==> src/rtl/lpm_pkg.sv <==
// Shared types for the low-power mode sequencer.
// Assumes a 2-bit state code that is also visible on the mode output.
package lpm_pkg;
    typedef enum logic [1:0] {
        ST_RUN   = 2'd0,
        ST_HALT  = 2'd1,
        ST_SLEEP = 2'd2,
        ST_DELAY = 2'd3
    } lpm_state_e;
endpackage

==> src/rtl/lpm_wake_qual.sv <==
// Combines the sleep wake sources into a single flag. Each source is qualified
// by its configuration bits. Assumes all inputs are already synchronous to clk.
module lpm_wake_qual (
    input  logic ext_rst_n,
    input  logic rtc_alarm,
    input  logic dbg_rst,
    input  logic wdt_timeout,
    input  logic bod_detect,
    input  logic cfg_wdt_lfclk,
    input  logic cfg_wdt_rst_en,
    input  logic cfg_bod_en,
    output logic wake_any
);
    logic wdt_ok;
    logic bod_ok;

    // Purpose: a watchdog wake needs the always-on clock source and the reset action.
    always_comb wdt_ok = wdt_timeout & cfg_wdt_lfclk & cfg_wdt_rst_en;

    // Purpose: a brownout wake needs the detector to be enabled.
    always_comb bod_ok = bod_detect & cfg_bod_en;

    // Purpose: OR together all the qualified wake sources.
    always_comb wake_any = ~ext_rst_n | rtc_alarm | dbg_rst | wdt_ok | bod_ok;
endmodule

==> src/rtl/lpm_delay_cnt.sv <==
// Settling-delay counter. It counts while enabled and clears otherwise.
// done is high during the last of DELAY_CYCLES enabled cycles.
// Assumes DELAY_CYCLES >= 2.
module lpm_delay_cnt #(
    parameter int DELAY_CYCLES = 1024
) (
    input  logic clk,
    input  logic rst_n,
    input  logic run_en,
    output logic done
);
    localparam int CW = (DELAY_CYCLES > 2) ? $clog2(DELAY_CYCLES) : 1;
    localparam logic [CW-1:0] LAST = CW'(DELAY_CYCLES - 1);

    logic [CW-1:0] cnt_q;

    // Purpose: advance the count in the delay state and wrap to zero at the end.
    always_ff @(posedge clk) begin
        if (!rst_n) begin
            cnt_q <= '0;
        end else if (!run_en || cnt_q == LAST) begin
            cnt_q <= '0;
        end else begin
            cnt_q <= cnt_q + 1'b1;
        end
    end

    // Purpose: flag the final delay cycle.
    always_comb done = run_en && (cnt_q == LAST);
endmodule

==> src/rtl/lpm_fsm.sv <==
// Four-state power-mode controller. Requests are accepted only in RUN, and
// sleep wins over halt. Every sleep exit passes through the delay state.
// Assumes wake_any is already qualified.
module lpm_fsm
    import lpm_pkg::*;
(
    input  logic       clk,
    input  logic       rst_n,
    input  logic       sleep_req,
    input  logic       halt_req,
    input  logic       wake_i,
    input  logic       wake_any,
    input  logic       delay_done,
    output lpm_state_e state
);
    lpm_state_e state_q;
    lpm_state_e state_d;

    // Purpose: next-state selection.
    always_comb begin
        state_d = state_q;
        case (state_q)
            ST_RUN: begin
                if (sleep_req)     state_d = ST_SLEEP;
                else if (halt_req) state_d = ST_HALT;
            end
            ST_HALT:  if (wake_i)     state_d = ST_RUN;
            ST_SLEEP: if (wake_any)   state_d = ST_DELAY;
            ST_DELAY: if (delay_done) state_d = ST_RUN;
            default:                  state_d = ST_RUN;
        endcase
    end

    // Purpose: state register, reset to RUN.
    always_ff @(posedge clk) begin
        if (!rst_n) state_q <= ST_RUN;
        else        state_q <= state_d;
    end

    always_comb state = state_q;
endmodule

==> src/rtl/lpm_sequencer.sv <==
// Low-power mode sequencer top. It connects the wake qualifier, the settling
// counter and the state machine, and decodes the gating outputs from state.
// Assumes a single always-on clock and a synchronous active-low reset.
module lpm_sequencer
    import lpm_pkg::*;
#(
    parameter int DELAY_CYCLES = 1024
) (
    input  logic       clk,
    input  logic       rst_n,
    input  logic       sleep_req,
    input  logic       halt_req,
    input  logic       wake_i,
    input  logic       ext_rst_n,
    input  logic       rtc_alarm,
    input  logic       dbg_rst,
    input  logic       wdt_timeout,
    input  logic       bod_detect,
    input  logic       cfg_wdt_lfclk,
    input  logic       cfg_wdt_rst_en,
    input  logic       cfg_bod_en,
    output logic       osc_en,
    output logic       sysclk_en,
    output logic       cpu_idle,
    output logic       sys_rst_n,
    output logic [1:0] mode_o
);
    lpm_state_e state;
    logic       wake_any;
    logic       delay_done;
    logic       in_delay;

    lpm_wake_qual u_wake (
        .ext_rst_n      (ext_rst_n),
        .rtc_alarm      (rtc_alarm),
        .dbg_rst        (dbg_rst),
        .wdt_timeout    (wdt_timeout),
        .bod_detect     (bod_detect),
        .cfg_wdt_lfclk  (cfg_wdt_lfclk),
        .cfg_wdt_rst_en (cfg_wdt_rst_en),
        .cfg_bod_en     (cfg_bod_en),
        .wake_any       (wake_any)
    );

    // Purpose: the counter runs only in the delay state.
    always_comb in_delay = (state == ST_DELAY);

    lpm_delay_cnt #(.DELAY_CYCLES(DELAY_CYCLES)) u_cnt (
        .clk    (clk),
        .rst_n  (rst_n),
        .run_en (in_delay),
        .done   (delay_done)
    );

    lpm_fsm u_fsm (
        .clk        (clk),
        .rst_n      (rst_n),
        .sleep_req  (sleep_req),
        .halt_req   (halt_req),
        .wake_i     (wake_i),
        .wake_any   (wake_any),
        .delay_done (delay_done),
        .state      (state)
    );

    // Purpose: decode the clock gating, idle and reset outputs from the state.
    always_comb begin
        osc_en    = 1'b1;
        sysclk_en = 1'b1;
        cpu_idle  = 1'b0;
        sys_rst_n = 1'b1;
        case (state)
            ST_HALT: cpu_idle = 1'b1;
            ST_SLEEP: begin
                osc_en    = 1'b0;
                sysclk_en = 1'b0;
                cpu_idle  = 1'b1;
            end
            ST_DELAY: begin
                sysclk_en = delay_done;
                cpu_idle  = 1'b1;
                sys_rst_n = 1'b0;
            end
            default: ;
        endcase
    end

    always_comb mode_o = state;
endmodule

==> config.mk <==
export PLATFORM = sky130hd
export DESIGN_NAME = lpm_sequencer
export DESIGN_NICKNAME = d
export VERILOG_FILES = /design/src/rtl/lpm_pkg.sv /design/src/rtl/lpm_wake_qual.sv /design/src/rtl/lpm_delay_cnt.sv /design/src/rtl/lpm_fsm.sv /design/src/rtl/lpm_sequencer.sv
export SDC_FILE = /design/constraint.sdc
export NUM_CORES = 1
export LEC_CHECK = 0
export BUFFER_PORTS_ARGS = -buffer_cell sky130_fd_sc_hd__buf_4
export CELL_PAD_IN_SITES_DETAIL_PLACEMENT = 0
export CELL_PAD_IN_SITES_GLOBAL_PLACEMENT = 2
export CORE_AREA = 3 3 51 53
export DETAILED_ROUTE_END_ITERATION = 6
export DIE_AREA = 0 0 54 56
export HOLD_SLACK_MARGIN = 0.08
export PLACE_DENSITY_LB_ADDON = 0.05
export SYNTH_ARGS = -nofsm -noshare
export SYNTH_HDL_FRONTEND = slang
export SYNTH_SLANG_ARGS = --single-unit
==> constraint.sdc <==
create_clock -name clk -period 3.87 [get_ports clk]
set_input_delay 0.1935 -clock clk [delete_from_list [all_inputs] [get_ports clk]]
set_output_delay 0.1935 -clock clk [all_outputs]
set_load 0.005 [all_outputs]
# --- Word level (Yosys, flattened, before mapping) ---
# Index checks and enable logic that the tools add are counted.
classes:
  n_mux: 10
  n_addsub: 1
  n_reduce_logical: 7
  n_bitwise: 9
  eq_ne: 8
op_table:
  columns: ["operator", "count"]
  rows:
  - ["adder 10 x 1 -> 10 bit (second input constant)", 1]
  - ["equality test 10 bit (second input constant)", 1]
  - ["2-to-1 mux 2 bit", 5]
  - ["case mux 2 bit (4 select lines)", 1]
  - ["equality test 2 bit (second input constant)", 2]
  - ["inequality test 2 bit (second input constant)", 2]
  - ["OR 1 bit", 4]
  - ["AND reduction 4 bit", 1]
  - ["AND 1 bit", 3]
  - ["2-to-1 mux 1 bit", 3]
  - ["inequality test 3 bit (second input constant)", 1]
  - ["OR reduction 3 bit", 1]
  - ["equality test 2 x 1 -> 1 bit (second input constant)", 1]
  - ["logical NOT 2 bit", 1]
  - ["inequality test 2 x 1 -> 1 bit (second input constant)", 1]
  - ["NOT 1 bit", 2]
  - ["case mux 1 bit (2 select lines)", 1]
  - ["OR reduction 2 bit", 1]
  - ["logical AND 1 bit", 1]
  - ["logical NOT 1 bit", 1]
  - ["logical OR 1 bit", 1]
word_totals:
  regBits: 12
  out_inout_bits: 6
  wordCells: 37

# --- Logic depth before layout (Yosys ltp) ---
# Gate-level depths: netlist (run 1).
depth:
  ltp_word: 7
  mapped_depth: 5

# --- Hierarchy ---
# From an unflattened synthesis (run 1), not the netlist that was laid out.
unflattened:
  cells_unflattened: 71
  area_unflattened_um2: 608.1
modules_own_cells:
  columns: ["module", "area_per_inst_um2", "cells_each", "n_inst"]
  rows:
  - ["lpm_delay_cnt", 444.2, 52, 1]
  - ["lpm_fsm", 103.8, 10, 1]
  - ["lpm_sequencer", 33.8, 5, 1]
  - ["lpm_wake_qual", 26.3, 4, 1]

# --- Worst setup path after synthesis (run 1) ---
# OpenSTA, ideal clock, no wires.
synth_timing:
  path_type: "reg2reg"
  from: "reg u_cnt.cnt_q[0]"
  to: "reg u_cnt.cnt_q[1]"
  path_buffers: 1
  setup_ps: 144
  arrival_ps: 1312
  period_less_slack_ps: 1456
  slack_ps: 2414
  stages_incl_launch_ff: 6
  required_ps: 3726
  path_cell_list: "dfxtp_1 -> ha_1 -> clkbuf_1 -> nand2_1 -> nor3_1 -> nor3b_1"
synth_between:
  elab_chain_cells: 3
synth_rtl:
  columns: ["item", "line_no", "rtl"]
  rows:
  - ["start: declaration", "lpm_delay_cnt.sv:15", "logic [CW-1:0] cnt_q;"]
  - ["start signal: assignment", "lpm_delay_cnt.sv:24", "cnt_q <= cnt_q + 1'b1;"]
  - ["parallel branches: the longest is 3 deep, another holds adder 10 x 1 -> 10 bit", null, null]
# Several ways; the timed one is not identified.
# A chain may end at the register's enable or synchronous reset.

# --- Worst setup path in the final report (run 1) ---
layout_timing:
  from: "reg u_cnt.cnt_q[0]"
  to: "out sysclk_en"
layout_between:
  elab_chain_cells: 3
layout_rtl:
  columns: ["item", "line_no", "rtl"]
  rows:
  - ["equality test 10 bit", "lpm_delay_cnt.sv:29", "always_comb done = run_en && (cnt_q == LAST);"]
  - ["logical AND 1 bit", "lpm_delay_cnt.sv:29", null]
  - ["case mux 1 bit (2 select lines)", "lpm_sequencer.sv:72", "case (state)"]
  - ["end: declaration", "lpm_sequencer.sv:23", "output logic sysclk_en,"]
# Every way passes these cells.

==> results of run 1 <==
routing by layer:
metal	up-vias	GRT usage (%)	wire length [um]
li1	306	-	-
met1	243	14.1	706
met2	12	14.0	578
met3	2	5.63	83
met4	0	1.07	9
met5	-	0	0
final cells by class:
class	count	area, sq um	share of cell area (%)
clock buffers	4	36.3	4.64
flip-flops and latches	12	240	30.7
repair buffers	18	135	17.3
well taps	28	35.0	4.48
multi-input cells	53	324	41.4
inverters	3	11.3	1.44
cell usage after synthesis:
| cell type | instances |
|---|---|
| nor2_1 | 3 |
| o31ai_1 | 5 |
| xor2_1 | 2 |
| or4_1 | 3 |
| a211oi_1 | 2 |
| inv_1 | 3 |
| ha_1 | 1 |
| nor3b_1 | 1 |
| o21ai_0 | 2 |
| nand2_1 | 6 |
| and3_1 | 1 |
| or3_2 | 1 |
| nand3_1 | 7 |
| dfxtp_1 | 12 |
| buf_6 | 1 |
| or2_2 | 1 |
| nor4bb_1 | 1 |
| clkbuf_1 | 3 |
| xnor2_1 | 1 |
| a31oi_1 | 1 |
| a21oi_1 | 7 |
| nand4_2 | 1 |
| o32ai_1 | 1 |
| or3_1 | 1 |
| nor3_1 | 5 |
critical path: stages (launching register included):
cell and delay, ns:
dfxtp_1 0.39, ha_1 0.33, nand3_1 0.14, o31ai_1 0.23, buf_4 0.15
registers in the layout (all words and copies together) (netlist names):
register,count
u_cnt.cnt_q,10
u_fsm.state,2
path summary, 6_finish.rpt:
check,end,depth (start not counted),slack (ns)
hold / removal,u_fsm.state[1],3,0.17
setup / recovery,sysclk_en,4,2.16
hold reg to reg,u_cnt.cnt_q[8],2,0.49
setup reg to reg,u_cnt.cnt_q[2],4,2.22
power by group through the flow:
stage	logic (uW)	clock network, uW	registers, uW
after floorplan	14.1	0	130
after global placement	30.8	0	134
after detailed placement	30.7	0	134
after CTS	30.7	102	131
after global routing	33.5	106	132
final	30.2	98.0	131
cells by family (layout without fill, tap and decap cells):
group,count (synthesis),count (layout)
AND/OR/NAND/NOR,31,31
AO/OA/AOI/OAI,18,18
buffers and inverters,7,25
adder cells (fa/ha/maj),1,1
flip-flops,12,12
XOR/XNOR,3,3
metrics by stage:
stage	utilization, %	power [uW]	hold slack, ns	cell area [sq um]
finish	35.7	259	0.168	782
global route	35.7	271	0.191	782
CTS	35.7	264	0.164	782
detailed placement	34.0	165	0.447	746
global placement	34.0	165	0.455	746
floorplan	-	144	0.338	598
==> metrics, run 1 <==
status=complete, no violations; DR vias=563; Post-Synth Simple-Gate Area=slightly below 30%; Clock power frac=37.8%; Max H-tree Level=1; Yosys top cell by area=dfxtp_1; Sw Ratio=21.8%; adder-cell area share of the yosys netlist=2.09%; final WL=1.38 mm; Leakage=about 0.00028 uW; fill cell count=230; Crit Path Class=flop to output pin; Yosys top cell area share=40.2%; skew final=0.00286 ns; Post-Syn Nets=86; compound-gate portion of the synthesized area=between 10% and 20%; DRC Markers=0; Via density=4.77; switching power=56.4 uW; commonest cells after routing, fill and taps aside=buf_4 (18), dfxtp_1 (12), nand3_1 (7), a21oi_1 (7), nand2_1 (6); Die ar.=3020 sq um; Setup Buffers After CTS=0; hold crit path type=input pin to flop; internal power=between 200 and 250 uW; main area contributors after synthesis=dfxtp_1 (40%), o31ai_1 (6.3%), a21oi_1 (5.9%); clk_lat worst skew=between 0.2 and 0.3 ns; CP Capture Type=output pin; final net count=~110; Power Dens Cells=~330 nW/um^2; row count=17; final-report hold violation count=0; Final Critical Period=1.71 ns; Finished Layout Cells=118; DR iter-0 viols=19; port buffer count=18; Vert. Die Dim=56 um; most common cell after layout, fill and taps aside=buf_4; Synth warnings=0; layout cell share with drive strength beyond 1=27.8%; grt ovf=0; cell area after synthesis=598 sq um; area growth from synthesis to layout=30.8%; Critical Path RT=3.68 ns; Worst Path Max Fanout=7; 1st-pass router iterations=4; r2r startpoint=u_cnt.cnt_q[0]; Initial Util=27.3%; Synth Area in XOR/XNOR=around 4.4%; Final ANT Viol Nets=0; post-synthesis mux area share=0%; hold buffers post-CTS=0; Combinational Power Share=11.6%; Syn Inst Count=72; unrepaired setup endpoints after global routing=no; # IOs=19; post-synth cell types=25; Num CTS Buffers=3; crit share post-route=roughly 44%; first-pass GRT wire length=2.30 mm; FF+latch count, synth=12; Clock Path Buffers=2; Sequential Power Share=between 50% and 60%; post-DR wirelength/cell=roughly 12 um; post-route setup TNS=0 ns; hold wc startpoint=sleep_req; largest net degree at the start of global routing=12; clk sinks=12; Placed Cells=between 100 and 150; crit path from=u_cnt.cnt_q[0]; Rel. slew slack=50.0%; ant diodes=0; number of max-cap violations=0; startpoint types=flop; max-slew violations=0; register area share after synthesis=40.2%; CP arrival=about 1.5 ns; Setup WS pre-CTS=2.15 ns; clock transition at the registers of the reported paths=0.07 ns; Post-DP HPWL=1.04 mm; CTS Root Cell=clkbuf_4; GPL Wtd Cong=0.716; PostCTS Resize Cnt=0; setup violators final=0; core area=2190 sq um; antenna violations before repair=0; Max Freq=0.586 GHz; CTS tree=yes; Die Width=54 um; setup slack after layout=about 2.2 ns; Syn Area/Cell=a little over 8 sq um; Worst-Margin Slew=0.745 ns; vias in the first global route=around 520; largest family of logic cells by synthesized area=simple AND/OR/NAND/NOR gates; Peak VDD IR=roughly 190 uV; All-Layer GR Usage=10.1%
(Power assumes the default switching activity.)
==> run 2: changes to the inputs <==
--- a/config.mk
+++ b/config.mk
@@ -8,9 +8,9 @@
 export BUFFER_PORTS_ARGS = -buffer_cell sky130_fd_sc_hd__buf_4
 export CELL_PAD_IN_SITES_DETAIL_PLACEMENT = 0
 export CELL_PAD_IN_SITES_GLOBAL_PLACEMENT = 2
-export CORE_AREA = 3 3 51 53
+export CORE_AREA = 3 3 52 54
 export DETAILED_ROUTE_END_ITERATION = 6
-export DIE_AREA = 0 0 54 56
+export DIE_AREA = 0 0 55 57
 export HOLD_SLACK_MARGIN = 0.08
 export PLACE_DENSITY_LB_ADDON = 0.05
 export SYNTH_ARGS = -nofsm -noshare
==> constraint.sdc (replaced) <==
create_clock -name clk -period 1.8 [get_ports clk]
set_input_delay 0.09 -clock clk [delete_from_list [all_inputs] [get_ports clk]]
set_output_delay 0.09 -clock clk [all_outputs]
set_load 0.005 [all_outputs]
==> run 2 against run 1 <==
  * Largest power group unchanged
  * Critical path depth fell by 1
  * Hold slack worse by 0.068 ns
  * Flip-flop and latch count unchanged
==> metrics, run 2 (synthesized netlist as in run 1, its figures left out) <==
status=complete, no violations; worst-path cell chain=nand4_2, or4_1, a211oi_1; Worst path slowest cell=or4_1; Largest Register=u_cnt.cnt_q; # IOs=19 (unchanged); post-DR wirelength/cell=11.4 um (-2.6%); layout cell share with drive strength beyond 1=28.3% (+0.48 points); ant diodes=0 (unchanged); DR vias=588 (+4.4%); Worst-Margin Slew=0.418 ns (-0.327 ns); Post-DP HPWL=1.05 mm (+1.5%); unrepaired setup endpoints after global routing=no; CP Capture Type=flop; Hold WS=0.100 ns (-0.0681 ns); DR iter-0 viols=4 (-15); M1 wire length=629 um (-11%); Max H-tree Level=1 (unchanged); startpoint types=flop; CP arrival=1.72 ns (+0.21 ns); Num CTS Buffers=3 (unchanged); max reg flops=10 (unchanged); top sig layer=met3; 1st-pass router iterations=4 (unchanged); most common cell after layout, fill and taps aside=buf_4; register area=240 sq um (unchanged); max-slew violations=0 (unchanged); clock transition at the registers of the reported paths=0.07 ns (about the same); row count=17 (unchanged); total power=507 uW (+95%); met3 WL=76 um (-8.4%); DRC Markers=0 (unchanged); Power Dens Cells=639 nW/um^2 (+93%); post-route setup TNS=0 ns (unchanged); Finished Layout Cells=120 (+1.7%); final-report hold violation count=0 (unchanged); DR WL met2=658 um (+14%); number of max-cap violations=0 (unchanged); Max Freq=0.651 GHz; CTS Root Cell=clkbuf_4; All-Layer GR Usage=10.1% (-0.034 points); Crit Path Class=flop to flop; Setup Buffers After CTS=0 (unchanged); PostCTS Resize Cnt=0 (unchanged); Clock Path Buffers=2 (unchanged); fill cell count=249 (+8.3%); Peak VDD IR=358 uV (+93%); port buffer count=18 (unchanged); Die ar.=3140 sq um (+3.7%); largest net degree at the start of global routing=12 (unchanged); crit share post-route=between 80% and 90%; Vert. Die Dim=57 um (+1.8%); post-route cell area=793 sq um (+1.4%); hold buffers post-CTS=1 (+1); vias in the first global route=515 (-1.3%); Leakage=0.000285 uW (+2.8%); clk sinks=12 (unchanged); Rel. slew slack=72.1% (+22 points); commonest cells after routing, fill and taps aside=buf_4 (20), dfxtp_1 (12), nand3_1 (7), a21oi_1 (7), nand2_1 (6); Multi-input gate area=324 sq um (unchanged); Placed Cells=116 (+1.8%); Final Critical Period=1.54 ns; Die Width=55 um (+1.9%); final net count=108 (+2.9%); CP max stage delay=0.54 ns (+0.15 ns); first-pass GRT wire length=2.32 mm (+0.61%); clk_lat worst skew=0.27 ns (about the same); Critical Path RT=1.98 ns (-1.70 ns); setup violators final=0 (unchanged); Via density=4.90 (+2.7%); grt ovf=0 (unchanged); CTS tree=yes; area growth from synthesis to layout=32.6%; Cell Area, Placed=761 sq um (+2.0%); Worst Path Max Fanout=11 (+4); core area=2250 sq um (+2.9%); GPL Wtd Cong=0.733 (+2.4%); Initial Util=26.5% (-0.77 points); hold crit path type=input pin to flop; skew final=0.00658 ns (+0.00372 ns); final WL=1.36 mm (-0.94%); antenna violations before repair=0 (unchanged); Final ANT Viol Nets=0 (unchanged)
[run 2: cell count changes in the layout (fill, tap and decap cells not counted)]
cell,delta
buf_4,+2
dlygate4sd3_1,+1
clkbuf_8,-1
[run 2: report_power, final]
group	total, uW	internal, uW	switching (uW)	leakage [uW]
Combinational	65.7	44.1	21.6	0.000174
Sequential	282	271	11.3	0.0000972
Clock	159	77.3	81.9	0.0000138
Total	507	392	115	0.000285
[run 2: worst paths after layout]
kind,startpoint,to,slack (ns),cells past startpoint
worst max-delay path,u_cnt.cnt_q[2],u_cnt.cnt_q[7],0.26,3
worst min-delay path,rst_n,u_fsm.state[0],0.10,3
worst max register to register,u_cnt.cnt_q[2],u_cnt.cnt_q[7],0.26,3
worst min register to register,u_cnt.cnt_q[8],u_cnt.cnt_q[8],0.49,2
[run 2: critical path: cells and delay by family (launching register included)]
family	cells	cell delay (ns)
DFF	1	0.41
AOI/OAI and AO/OA	1	0.23
and+or+nand+nor	2	0.82
[run 2: area by class of cell]
| class | instances | area share (%) |
|---|---|---|
| clock buffers | 3 | 2.84 |
| inverters | 3 | 1.42 |
| multi-input cells | 53 | 40.9 |
| flip-flops and latches | 12 | 30.3 |
| well taps | 28 | 4.42 |
| repair buffers | 21 | 20.2 |
[run 2: routing by layer]
| layer | up-vias | GRT usage, % |
|---|---|---|
| li1 | 310 | - |
| met1 | 269 | 13.4 |
| met2 | 9 | 14.4 |
| met3 | 0 | 5.48 |
| met4 | 0 | 2.08 |
| met5 | - | 0 |
[run 2: metrics by stage]
| stage | utilization, % | setup WS (ns) |
|---|---|---|
| detailed placement | 33.7 | 0.282 |
| floorplan | - | 0.344 |
| finish | 35.2 | 0.263 |
| global placement | 33.7 | 0.305 |
| CTS | 35.2 | 0.270 |
| global route | 35.2 | 0.108 |
